[src/rtl/mrg_pkg.sv]
package mrg_pkg;
  localparam int DOM_W  = 2;
  localparam int NDOM   = 4;
  localparam int POL_W  = DOM_W * NDOM;
  localparam int BIT_EN = 30;
  localparam int BIT_LK = 31;
  localparam int ST_FLAG    = 0;
  localparam int ST_DOM_LO  = 1;
  localparam int ST_ADDR_LO = 3;

  typedef enum logic [1:0] {
    REG_START = 2'd0,
    REG_END   = 2'd1,
    REG_CTRL  = 2'd2,
    REG_STAT  = 2'd3
  } reg_sel_e;

  // bit 1 grants reads, bit 0 grants writes
  function automatic logic pol_allows(input logic [1:0] p, input logic wr);
    return wr ? p[0] : p[1];
  endfunction
endpackage

[src/rtl/mrg_region.sv]
module mrg_region
  import mrg_pkg::*;
#(
  parameter int SADDR_W = 20
) (
  input  logic               clk,
  input  logic               rst,
  input  logic               wr_en,
  input  logic               rd_en,
  input  reg_sel_e           sel,
  input  logic [31:0]        wdata,
  input  logic [DOM_W-1:0]   rd_dom,
  input  logic               acc_valid,
  input  logic [SADDR_W-1:0] acc_saddr,
  input  logic [DOM_W-1:0]   acc_dom,
  input  logic               acc_wr,
  input  logic               viol,
  output logic               hit,
  output logic               permit,
  output logic               flag,
  output logic [31:0]        rd_word
);
  logic [SADDR_W-1:0] start_q, end_q, vaddr_q;
  logic [POL_W-1:0]   pol_q;
  logic               en_q, lock_q, flag_q;
  logic [DOM_W-1:0]   vdom_q;
  logic               assoc, clr, capture;
  logic               unused_region;

  assign unused_region = ^wdata;

  assign hit     = en_q && (acc_saddr >= start_q) && (acc_saddr <= end_q);
  assign permit  = pol_allows(pol_q[{acc_dom, 1'b0} +: 2], acc_wr);
  assign assoc   = (pol_q[{rd_dom, 1'b0} +: 2] != 2'b00);
  assign clr     = (sel == REG_STAT) && ((rd_en && assoc) || (wr_en && wdata[0]));
  assign capture = acc_valid && viol && hit && (clr || !flag_q);
  assign flag    = flag_q;

  always_ff @(posedge clk) begin
    if (rst) begin
      start_q <= '0;
      end_q   <= '0;
      pol_q   <= '0;
      en_q    <= 1'b0;
      lock_q  <= 1'b0;
      flag_q  <= 1'b0;
      vdom_q  <= '0;
      vaddr_q <= '0;
    end else begin
      if (wr_en && !lock_q && sel == REG_START) start_q <= wdata[SADDR_W-1:0];
      if (wr_en && !lock_q && sel == REG_END)   end_q   <= wdata[SADDR_W-1:0];
      if (wr_en && sel == REG_CTRL) begin
        if (!lock_q) begin
          pol_q  <= wdata[POL_W-1:0];
          en_q   <= wdata[BIT_EN];
          lock_q <= wdata[BIT_LK];
        end else if (wdata[BIT_EN]) begin
          en_q <= 1'b1;
        end
      end
      // a new event beats a clear in the same cycle
      if (capture) begin
        flag_q  <= 1'b1;
        vdom_q  <= acc_dom;
        vaddr_q <= acc_saddr;
      end else if (clr) begin
        flag_q  <= 1'b0;
        vdom_q  <= '0;
        vaddr_q <= '0;
      end
    end
  end

  always_comb begin
    rd_word = '0;
    case (sel)
      REG_START: rd_word[SADDR_W-1:0] = start_q;
      REG_END:   rd_word[SADDR_W-1:0] = end_q;
      REG_CTRL: begin
        rd_word[POL_W-1:0] = pol_q;
        rd_word[BIT_EN]    = en_q;
        rd_word[BIT_LK]    = lock_q;
      end
      default: begin
        rd_word[ST_FLAG]                  = flag_q;
        rd_word[ST_DOM_LO +: DOM_W]       = vdom_q;
        rd_word[ST_ADDR_LO +: SADDR_W]    = vaddr_q;
      end
    endcase
  end

  p_lock_sticky_r9: assert property (@(posedge clk) disable iff (rst)
    lock_q |=> lock_q);
  p_locked_frozen_r9: assert property (@(posedge clk) disable iff (rst)
    lock_q |=> ($stable(start_q) && $stable(end_q) && $stable(pol_q)));
  p_enable_kept_r10: assert property (@(posedge clk) disable iff (rst)
    (lock_q && en_q) |=> en_q);
  p_first_kept_r6: assert property (@(posedge clk) disable iff (rst)
    (flag_q && !clr) |=> (flag_q && $stable(vaddr_q) && $stable(vdom_q)));
endmodule

[src/rtl/mrg_decide.sv]
module mrg_decide #(
  parameter int N = 4
) (
  input  logic         acc_valid,
  input  logic [N-1:0] hit,
  input  logic [N-1:0] permit,
  output logic         allow,
  output logic         viol
);
  assign allow = !(|hit) || (|(hit & permit));
  assign viol  = acc_valid && !allow;
endmodule

[src/rtl/mem_region_guard.sv]
module mem_region_guard
  import mrg_pkg::*;
#(
  parameter int NUM_REGIONS = 4,
  parameter int ADDR_W      = 32,
  parameter int SHIFT       = 12,
  localparam int SADDR_W    = ADDR_W - SHIFT,
  localparam int RSEL_W     = (NUM_REGIONS > 1) ? $clog2(NUM_REGIONS) : 1,
  localparam int IDX_W      = RSEL_W + 2
) (
  input  logic               clk,
  input  logic               rst,
  input  logic               cfg_we,
  input  logic               cfg_re,
  input  logic [IDX_W-1:0]   cfg_idx,
  input  logic [31:0]        cfg_wdata,
  input  logic [DOM_W-1:0]   cfg_dom,
  output logic [31:0]        cfg_rdata,
  input  logic               acc_valid,
  input  logic [ADDR_W-1:0]  acc_addr,
  input  logic [DOM_W-1:0]   acc_dom,
  input  logic               acc_wr,
  output logic               resp_valid,
  output logic               resp_allow
);
  logic [NUM_REGIONS-1:0] hit_vec, permit_vec, flag_vec;
  logic [31:0]            words [NUM_REGIONS];
  logic [SADDR_W-1:0]     saddr;
  logic [RSEL_W-1:0]      rsel;
  reg_sel_e               wsel;
  logic                   allow, viol;
  logic                   unused_top;

  assign saddr      = acc_addr[ADDR_W-1:SHIFT];
  assign unused_top = ^acc_addr[SHIFT-1:0];
  assign rsel       = cfg_idx[IDX_W-1:2];
  assign wsel       = reg_sel_e'(cfg_idx[1:0]);

  for (genvar r = 0; r < NUM_REGIONS; r++) begin : g_region
    mrg_region #(.SADDR_W(SADDR_W)) u_region (
      .clk      (clk),
      .rst      (rst),
      .wr_en    (cfg_we && (rsel == RSEL_W'(r))),
      .rd_en    (cfg_re && (rsel == RSEL_W'(r))),
      .sel      (wsel),
      .wdata    (cfg_wdata),
      .rd_dom   (cfg_dom),
      .acc_valid(acc_valid),
      .acc_saddr(saddr),
      .acc_dom  (acc_dom),
      .acc_wr   (acc_wr),
      .viol     (viol),
      .hit      (hit_vec[r]),
      .permit   (permit_vec[r]),
      .flag     (flag_vec[r]),
      .rd_word  (words[r])
    );
  end

  mrg_decide #(.N(NUM_REGIONS)) u_decide (
    .acc_valid(acc_valid),
    .hit      (hit_vec),
    .permit   (permit_vec),
    .allow    (allow),
    .viol     (viol)
  );

  always_ff @(posedge clk) begin
    if (rst) begin
      resp_valid <= 1'b0;
      resp_allow <= 1'b0;
      cfg_rdata  <= '0;
    end else begin
      resp_valid <= acc_valid;
      resp_allow <= acc_valid && allow;
      if (cfg_re) cfg_rdata <= words[rsel];
    end
  end

  p_nomatch_allow_r4: assert property (@(posedge clk) disable iff (rst)
    (acc_valid && !(|hit_vec)) |=> (resp_valid && resp_allow));
  p_deny_flagged_r6: assert property (@(posedge clk) disable iff (rst)
    (resp_valid && !resp_allow) |-> (|flag_vec));
endmodule

[config.mk]
export PLATFORM = sky130hd
export DESIGN_NAME = mem_region_guard
export DESIGN_NICKNAME = d
export VERILOG_FILES = /design/src/rtl/mrg_pkg.sv /design/src/rtl/mrg_region.sv /design/src/rtl/mrg_decide.sv /design/src/rtl/mem_region_guard.sv
export SDC_FILE = /design/constraint.sdc
export NUM_CORES = 1
export LEC_CHECK = 0
export CORE_ASPECT_RATIO = 0.6
export CORE_MARGIN = 2
export CORE_UTILIZATION = 61
export CTS_CLUSTER_DIAMETER = 50
export DETAILED_ROUTE_END_ITERATION = 8
export GPL_TIMING_DRIVEN = 0
export PLACE_DENSITY_LB_ADDON = 0.05
export SLEW_MARGIN = 20
export SYNTH_ARGS = -nofsm -noshare
export SYNTH_HDL_FRONTEND = slang
export SYNTH_HIERARCHICAL = 1
export SYNTH_SLANG_ARGS = --single-unit
[constraint.sdc]
create_clock -name clk -period 4.47 [get_ports clk]
set_input_delay 0.6705 -clock clk [delete_from_list [all_inputs] [get_ports clk]]
set_output_delay 0.6705 -clock clk [all_outputs]
set_load 0.1 [all_outputs]
**Word level (Yosys, flattened, before mapping)**

Cells that the tools add are included.

- Memory bits (writable): 0
- Bits in latches: 0
- Input bits: 78
- Word-level logic and storage cells: 219
- Memory bits (read-only): 0
- Bits in registers: 326
- Memories: 0

- Reduce and logical (&&, ||, !) cells: 95
- Bitwise gates (word level): 6
- Eq/ne operators: 10
- Div/mod/pow operators: 0
- Shift operators: 8
- Order comparisons: 9
- Multipliers: 0
- $add $sub $neg: 0
- Muxes and demuxes: 56

Operators with widths:

| cell | count |
|---|---|
| $mux 20 | 8 |
| $pmux 12 s3 | 4 |
| $pmux 8 s3 | 4 |
| $ge 20x20->1 | 4 |
| $le 20x20->1 | 4 |
| $bmux 32 s2 | 1 |
| $mux 32 | 2 |
| $shiftx 8x4->2 | 8 |
| $logic_and 1x1->1 | 55 |
| $mux 2 | 12 |
| $mux 1 | 21 |
| $reduce_and 2->1 | 8 |
| $reduce_bool 2->1 | 8 |
| $mux 3 | 4 |
| $logic_not 1->1 | 10 |
| $logic_or 1x1->1 | 9 |
| $eq 2x2->1 const B | 4 |
| $ne 2x2->1 const B | 4 |
| $reduce_or 4->1 | 2 |
| $and 4x4->4 | 1 |
| $eq 2x1->1 const B | 2 |
| $logic_not 2->1 | 2 |
| $not 1->1 | 4 |
| $ge 3x3->1 const B | 1 |
| 2 further kinds | 2 |

**Depth between registers and ports, before layout**

Gate-level depths: netlist of run 1.

- Word-level depth: 12
- Gate-level depth with buffers: 15
- Depth with buffers taken out: 14

**By module**

Netlist of run 1, hierarchy kept.

By module, submodules not included:

| module | times used | seq. area each (µm²) | area each (µm²) | cells each |
|---|---|---|---|---|
| mrg_region at g_region[0].u_region ... | 3 | 1461.4 | 4346.7 | 541 |
| mrg_region at g_region[3].u_region | 1 | 1461.4 | 4399.2 | 541 |
| mem_region_guard | 1 | 680.7 | 2318.5 | 256 |
| mrg_decide | 1 | 0.0 | 40.0 | 5 |

**Least setup slack after synthesis of run 1**

Ideal clock, no wire load.

- Path type: in2reg
- Start point: input port acc_addr[12]
- End point: register g_region[0].u_region.vaddr_q[0]
- Required time: 4398 ps
- Path buffers: 2
- Slack: 1078 ps
- Data arrival time: 3321 ps
- Stages on the path: 15
- Setup time: 72 ps
- Cell sequence: inv_1 > ha_1 > nand2b_1 > a2111oi_0 > a211o_1 > a2111oi_2 > a211oi_1 > nor2_1 > or4_4 > and4_1 > nand3_1 > or3_1 > buf_6 > buf_6 > mux2i_1

- Cells in the longest elaborated chain, start to end: 12

Ends and longest elaborated chain:

| what | line | text |
|---|---|---|
| start: declaration | mem_region_guard.sv:20 | `input logic [ADDR_W-1:0] acc_addr,` |
| $ge 20x20->1 | mrg_region.sv:32 | `assign hit = en_q && (acc_saddr >= start_q) && (acc_saddr <= end_q);` |
| $logic_and 1x1->1 | mrg_region.sv:32 |  |
| $logic_and 1x1->1 * | mrg_region.sv:32 |  |
| via hit_vec[1] | mem_region_guard.sv:26 | `logic [NUM_REGIONS-1:0] hit_vec, permit_vec, flag_vec;` |
| $and 4x4->4 / $reduce_or 4->1 (equally long branches) | mrg_decide.sv:10 | `assign allow = !(\|hit) \|\| (\|(hit & permit));` |
| $reduce_or 4->1 / $logic_not 1->1 (equally long branches) | mrg_decide.sv:10 |  |
| $logic_or 1x1->1 * | mrg_decide.sv:10 |  |
| $logic_not 1->1 * | mrg_decide.sv:11 | `assign viol = acc_valid && !allow;` |
| $logic_and 1x1->1 * | mrg_decide.sv:11 |  |
| via viol | mem_region_guard.sv:31 | `logic allow, viol;` |
| $logic_and 1x1->1 * (3 in series) | mrg_region.sv:36 | `assign capture = acc_valid && viol && hit && (clr \|\| !flag_q);` |
| $mux 20 / $reduce_bool 2->1 (equally long branches) | - |  |
| end signal: assignment | mrg_region.sv:65 | `vaddr_q <= acc_saddr;` |
| end: declaration | mrg_region.sv:23 | `logic [SADDR_W-1:0] start_q, end_q, vaddr_q;` |

Mark *: on every way through the listed nets, which the timed path passes. The rest lies on a longest branch.
A chain may end at the register's enable or synchronous reset.

**Final worst setup path of run 1**

- Start point: input port acc_addr[20]
- End point: register g_region[3].u_region.vaddr_q[1]

- Cells in the longest elaborated chain, start to end: 12

Ends and longest elaborated chain:

| what | line |
|---|---|
| $ge 20x20->1 | mrg_region.sv:32 |
| $logic_and 1x1->1 | mrg_region.sv:32 |
| $logic_and 1x1->1 * | mrg_region.sv:32 |
| via hit_vec[0] | mem_region_guard.sv:26 |
| $and 4x4->4 / $reduce_or 4->1 (equally long branches) | mrg_decide.sv:10 |
| $reduce_or 4->1 / $logic_not 1->1 (equally long branches) | mrg_decide.sv:10 |
| $logic_or 1x1->1 * | mrg_decide.sv:10 |
| $logic_not 1->1 * | mrg_decide.sv:11 |
| $logic_and 1x1->1 * | mrg_decide.sv:11 |
| via viol | mem_region_guard.sv:31 |
| $logic_and 1x1->1 * (3 in series) | mrg_region.sv:36 |
| $mux 20 / $reduce_bool 2->1 (equally long branches) | - |
| end signal: assignment | mrg_region.sv:65 |
| end: declaration | mrg_region.sv:23 |

Marks and branches as above.

==> summary.txt, run 1 <==
STA
  – Fin crit share: between 90% and 100%
  – RSZ-0062 raised after global routing: no
  – Setup violations, final: 0
  – Slew Limit Fails: 0
  – Clock Skew: 0.02012 ns
  – FMAX: between 200 and 250 MHz
  – Tmin final: 4.406 ns
  – Rel. slew slack: 15.84%
  – Worst-margin pin slew: 1.260 ns
  – Hold Violations, Final: 0

Synthesis
  – Sequential area share after synthesis: 32.96%
  – Post-Syn Area per Cell: between 8 and 9 um2
  – Most used DFF post-synth: dfxtp_1
  – Synth top area share: 32.96%
  – Synth top cells by count: 564 x nand2_1, 326 x dfxtp_1, 262 x a21oi_1, 163 x inv_1, 160 x ha_1
  – Ranking of synthesized cells by area: dfxtp_1 33%, nand2_1 11%, ha_1 10%
  – Yosys cell types: just under 60
  – Synth Cell Area: 19800 um2
  – Most common cell in the netlist: nand2_1
  – #FFs+latches synth: ~330
  – Async set or reset register ratio after synthesis: 0%
  – Synthesized instance count: 2425
  – Yosys warning total: 6
  – EDFF count, synth: 0
  – Area leader, netlist: dfxtp_1

Critical path
  – CP max stage delay: between 0.6 and 0.7 ns
  – Worst path slowest cell: dlygate4sd2_1
  – CP Data Arrival Time: 4.81 ns
  – CP Class: in2reg
  – R2R Setup Slk: between 0.3 and 0.4 ns
  – FF-to-FF path depth: 15
  – Crit start category: input port
  – Crit-path cells: dlygate4sd2_1 -> ha_1 -> a21oi_1 -> o21ai_0 -> nor3_1 -> a2111oi_2 -> a211oi_2 -> buf_4 -> nor2_1 -> or4_4 -> and4_1 -> nand2_1 -> a21oi_1 -> o221ai_4 -> buf_8 -> mux2i_1
  – CP Max Fanout: 12
  – Crit end category: flop
  – Most frequent CP cell: a21oi_1
  – R2R Path Start: g_region[0].u_region/end_q[9]
  – WP data required: 4.88 ns
  – R2R Path End: g_region[3].u_region/vaddr_q[4]

Hold path
  – Hold-critical path depth: 2
  – Min-delay src: g_region[1].u_region/vaddr_q[17]
  – Worst min path class: reg2reg
  – Hold EP: g_region[1].u_region/vaddr_q[17]

Global route
  – Vias in the first global route: 17520
  – Gr usage total: 42.90%
  – Largest net degree at the start of global routing: 20
  – First-pass GRT wire length: 107700 um
  – Antenna violations before repair: 0
  – Congestion Overflow GR: 0

Place
  – GPL Wtd Cong: roughly 1
  – Detailed placer's ending HPWL: approximately 57000 um
  – Placed Cells incl. Taps: approximately 3000
  – DP Area: between 20000 and 25000 um2
  – Port bufs: slightly below 90

Routing
  – Post-route DRC: 0
  – Routed WL: 74020 um
  – Routed Antenna Nets: 0
  – DR pass1 iterations: 5
  – 1st-iter DRT viols: ~2700
  – DR vias/cell: 6.360
  – Per-cell routed wire length: roughly 25 um
  – Number of vias in the routed layout: 19210

Clock network
  – Worst-Skew Late Latency: 0.54 ns
  – TritonCTS clock tree: built
  – Num CTS Buffers: 35
  – Root cell of the clock tree: clkbuf_16
  – H-tree levels: 2
  – Clock Tree Buf Depth: 3
  – Cts hold-fix bufs: 0
  – Clock sinks: 326
  – Clock Pin Slew Worst Setup and Hold Paths: 0.06 ns

Layout
  – Layout area overhead: 13.19%
  – Non-Filler Instances: between 3000 and 4000
  – Layout cells sized above 1: approximately 9.0%
  – Nets@finish: 2812
  – Final Cell Area: about 22000 um2

Pwr
  – Pleak: just under 0.009 uW
  – Peak VDD IR: roughly 0.28 mV
  – Power density cells: around 310 nW/um2

Die
  – Die Y: about 140 um
  – IO Count: 112
  – Core Area: around 32000 um2
  – Rows: between 50 and 60
  – Die Footprint: roughly 34000 um2
  – Die W: 236.6 um
  – Starting density of the core: 61.56%

Flow run
  – Max Cap Viol: 0

Status
  – Status: finished clean
-- final cells by class --
class / count / area, um2
Antenna cell: 1 / 2.502
Buffer: 170 / 904.6
Clock buffer: 52 / 1042
Clock inverter: 7 / 67.56
Fill cell: 2601 / 9752
Inverter: 163 / 611.8
Multi-Input combinational cell: 1790 / 11890
Sequential cell: 326 / 6526
Tap cell: 424 / 530.5
Timing Repair Buffer: 88 / 832.0
-- state kept, by name (all words and copies together), names as in the netlist, 4 cells and up --
name	flops
g_region.u_region/start_q	80
g_region.u_region/vdom_q	8
g_region.u_region/flag	4
cfg_rdata	32
g_region.u_region/lock_q	4
g_region.u_region/vaddr_q	80
g_region.u_region/end_q	80
g_region.u_region/en_q	4
g_region.u_region/pol_q	32
-- metrics by stage --
step	total power [uW]	utilization, %	TNS [ns]	setup slack, ns	hold slack [ns]
after floorplan	3691	-	0	1.078	0.4336
after global placement	4082	66.20	-114.55	-1.327	0.4406
after detailed placement	4112	66.20	-116.69	-1.376	0.4495
after CTS	6971	69.71	0	0.009154	0.4577
after global routing	7195	69.67	0	0.01320	0.4722
final	7020	69.68	0	0.06429	0.4592
-- power breakdown --
part	switching (uW)	internal [uW]	leakage (uW)	total, uW
registers	43.7	2950	0.00264	2990
logic	763	340	0.00552	1100
clock network	1250	1670	0.000548	2920
total	2060	4960	0.00871	7020
-- cell families after synthesis --
group / count (synthesis) / synth area share, %
multiplexers: 213 / 13.46
flip-flops: 326 / 32.96
other: 4 / 0.07582
buffers and inverters: 333 / 7.660
AO/OA/AOI/OAI: 463 / 14.69
AND/OR/NAND/NOR: 926 / 21.04
adder cells (fa/ha/maj): 160 / 10.11
-- how the worst max path moves through the flow --
stage	cells past startpoint	startpoint	slack (ns)	endpoint
after floorplan	15	acc_addr[12]	1.08	g_region[0].u_region/vaddr_q[0]
after global placement	15	acc_addr[23]	-1.33	g_region[3].u_region/vaddr_q[9]
after detailed placement	15	acc_addr[23]	-1.38	g_region[3].u_region/vaddr_q[1]
after CTS	15	acc_addr[21]	0.009	g_region[3].u_region/vaddr_q[4]
after global routing	17	acc_addr[12]	0.01	g_region[3].u_region/vaddr_q[4]
final	16	acc_addr[20]	0.06	g_region[3].u_region/vaddr_q[1]
-- per-layer routing --
metal	vias up	share of wire [%]	GRT usage (%)
li1	8563	-	-
met1	9150	43	64.06
met2	1322	38	57.91
met3	178	16	13.96
met4	0	3.0	12.39
met5	-	0	0
-- cell usage in the layout, fill, tap and decap left out, drive strengths merged, types with 15 or more instances in the layout --
cell	synthesis	routed
nand2	564	564
dfxtp	326	326
a21oi	262	262
clkbuf	102	165
inv	163	163
ha	160	160
mux2i	157	157
nor2	98	98
nand2b	96	96
o21ai	78	78
buf	68	69
clkdlybuf4s50	0	68
mux4	41	41
a2111oi	38	38
nor3b	29	29
conb	4	28
a21o	26	26
nand4	24	24
nand3	23	23
nor3	21	21
and2	17	17
and3	15	15
mux2	15	15
-- critical path, delay by kind of cell --
kind	cells	cell delay, ns
AO/OA/AOI/OAI	6	1.50
AND/OR/NAND/NOR	5	1.18
buffers and inverters	3	1.05
adder cells (fa/ha/maj)	1	0.25
multiplexers	1	0.13
-- repair_timing --
action	CTS	global route
gates cloned	0	0
pin swaps	0	1
gates resized for setup	30	27
setup endpoints to repair	92	83
setup buffers	0	1
No activity file was read; power rests on OpenSTA's default activity.
==> run 2, diff against run 1 <==
--- a/config.mk
+++ b/config.mk
@@ -5,7 +5,7 @@
 export SDC_FILE = /design/constraint.sdc
 export NUM_CORES = 1
 export LEC_CHECK = 0
-export CORE_ASPECT_RATIO = 0.6
+export CORE_ASPECT_RATIO = 1.4
 export CORE_MARGIN = 2
 export CORE_UTILIZATION = 61
 export CTS_CLUSTER_DIAMETER = 50
==> run 2 against run 1 <==
Via count shrank 2.3%. Largest cell class unchanged. Sequential cell count is the same. Highest routed layer is now met5. Clock skew grew 0.0019 ns. Largest power group is now clock. Sequential power is essentially flat. Critical endpoint is now g_region[0].u_region/vaddr_q[2]. Worst setup slack gained 0.093 ns. Utilization shrank 0.29 points. First-iteration DRC count shrank 33%.
==> summary.txt, run 2 (synthesis gave the netlist of run 1 again) <==
Status
  – Status: finished clean

Clock network
  – Clock sinks: around 330
  – Num CTS Buffers: 37
  – Worst-Skew Late Latency: 0.54 ns
  – TritonCTS clock tree: built
  – Postcts setup bufs: 0
  – H-tree levels: 2
  – Clock Pin Slew Worst Setup and Hold Paths: 0.06 ns
  – Root cell of the clock tree: clkbuf_16
  – Clock Tree Buf Depth: 3
  – Cts hold-fix bufs: 0

Global route
  – Largest net degree at the start of global routing: 20
  – Antenna violations before repair: 1
  – First-pass GRT wire length: between 100000 and 150000 um
  – Congestion Overflow GR: 0
  – Vias in the first global route: roughly 18000
  – Gr usage total: 45.47%

Die
  – Die W: roughly 160 um
  – Die Y: 217.2 um
  – Die Footprint: between 30000 and 40000 um2
  – Rows: 78
  – IO Count: 112
  – Core Area: around 32000 um2
  – Starting density of the core: 61.47%

STA
  – Clock Skew: 0.02201 ns
  – FMAX: approximately 230 MHz
  – RSZ-0062 raised after global routing: no
  – Setup_tns: 0 ns
  – Worst-margin pin slew: between 1 and 1.5 ns
  – Hold Violations, Final: 0
  – Setup violations, final: 0
  – Tmin final: 4.313 ns
  – Rel. slew slack: around a fifth
  – Fin crit share: 96.48%
  – Slew Limit Fails: 0

Critical path
  – CP Class: in2reg
  – Crit end category: flop
  – CP max stage delay: approximately 0.64 ns
  – Crit start category: input port
  – Most frequent CP cell: buf_6
  – WP data required: slightly below 5 ns
  – Worst path slowest cell: clkdlybuf4s15_2
  – CP Max Fanout: 12
  – CP Data Arrival Time: roughly 4.8 ns
  – Crit-path cells: clkdlybuf4s15_2 -> ha_1 -> a2111oi_0 -> a211o_1 -> a2111oi_2 -> a211oi_1 -> nor2_1 -> a22oi_1 -> and4_1 -> nand3_1 -> or3_1 -> buf_6 -> buf_6 -> mux2i_1

Pwr
  – Pleak: 0.008692 uW
  – Peak VDD IR: roughly 0.33 mV
  – Power density cells: 318.8 nW/um2

Hold path
  – Worst min path class: reg2reg

Layout
  – Most frequent cells in the layout: 564 x nand2_1, 326 x dfxtp_1, 262 x a21oi_1, 163 x inv_1, 160 x ha_1
  – Most common cell after layout, fill and taps aside: nand2_1
  – Final Cell Area: about 22000 um2
  – Layout cells sized above 1: 9.115%
  – Largest registers: g_region.u_region/end_q x80, g_region.u_region/start_q x80, g_region.u_region/vaddr_q x80
  – Layout area overhead: 12.88%
  – Nets@finish: ~2800

Routing
  – Per-cell routed wire length: 25.79 um
  – DR vias/cell: 6.258
  – Routed Antenna Nets: 0
  – DR pass1 iterations: 6
  – Number of vias in the routed layout: approximately 19000
  – Post-route DRC: 0
  – Routed WL: 77390 um
  – 1st-iter DRT viols: between 1500 and 2000

Place
  – DP Area: around 21000 um2
  – Detailed placer's ending HPWL: roughly 55000 um
  – GPL Wtd Cong: roughly 1.0
  – Port bufs: a little under 90

Flow run
  – Max Cap Viol: 0
-- run 2: power by group --
group	total (uW)	switching, uW	internal, uW
registers	2990	44.7	2950
logic	1090	760	334
clock network	3030	1270	1760
total	7120	2080	5050
-- run 2: layer usage --
metal	vias to the layer above	GRT usage [%]	part of all wire, %
li1	8559	-	-
met1	8745	49.52	34
met2	1074	71.42	44
met3	400	9.279	8.9
met4	2	46.61	13
met5	-	0	0.028
-- run 2: repair_timing --
action,4_1_cts,5_1_grt
endpoints found under the setup margin,92,86
endpoints found under the hold margin,0,0
resized for setup,18,23
-- run 2: worst paths after layout --
path,start,to,slack (ns),cells after the start
worst max-delay path,acc_addr[13],g_region[0].u_region/vaddr_q[2],0.16,14
worst max register to register,g_region[1].u_region/start_q[0],g_region[0].u_region/vaddr_q[2],0.47,14
worst min register to register,g_region[1].u_region/vaddr_q[17],g_region[1].u_region/vaddr_q[17],0.46,2
worst min-delay path,g_region[1].u_region/vaddr_q[17],g_region[1].u_region/vaddr_q[17],0.46,2
-- run 2: area by class of cell --
class                           instances  area, um2
Antenna cell                            1      2.502
Buffer                                170      904.6
Clock buffer                           51       1049
Clock inverter                         13      138.9
Fill cell                            2730       9858
Inverter                              163      611.8
Multi-Input combinational cell       1790      11850
Sequential cell                       326       6526
Tap cell                              400      500.5
Timing Repair Buffer                   87      769.5
-- run 2: worst max-delay path, delay by kind of cell --
| kind | cells | cell delay, ns |
|---|---|---|
| buffers and inverters | 3 | 0.97 |
| AND/OR/NAND/NOR | 4 | 1.13 |
| AO/OA/AOI/OAI | 5 | 1.45 |
| adder cells (fa/ha/maj) | 1 | 0.35 |
| multiplexers | 1 | 0.18 |
-- run 2: through the flow --
step	total power (uW)	cells	worst slack [ns]	utilization, %	hold WS, ns
global route	7287	3000	0.03818	69.38	0.4752
floorplan	3691	2449	1.078	-	0.4336
global placement	4097	2936	-1.047	66.01	0.4418
detailed placement	4118	2936	-1.032	65.90	0.4490
CTS	7095	3000	0.09282	69.55	0.4614
finish	7123	3001	0.1575	69.39	0.4615
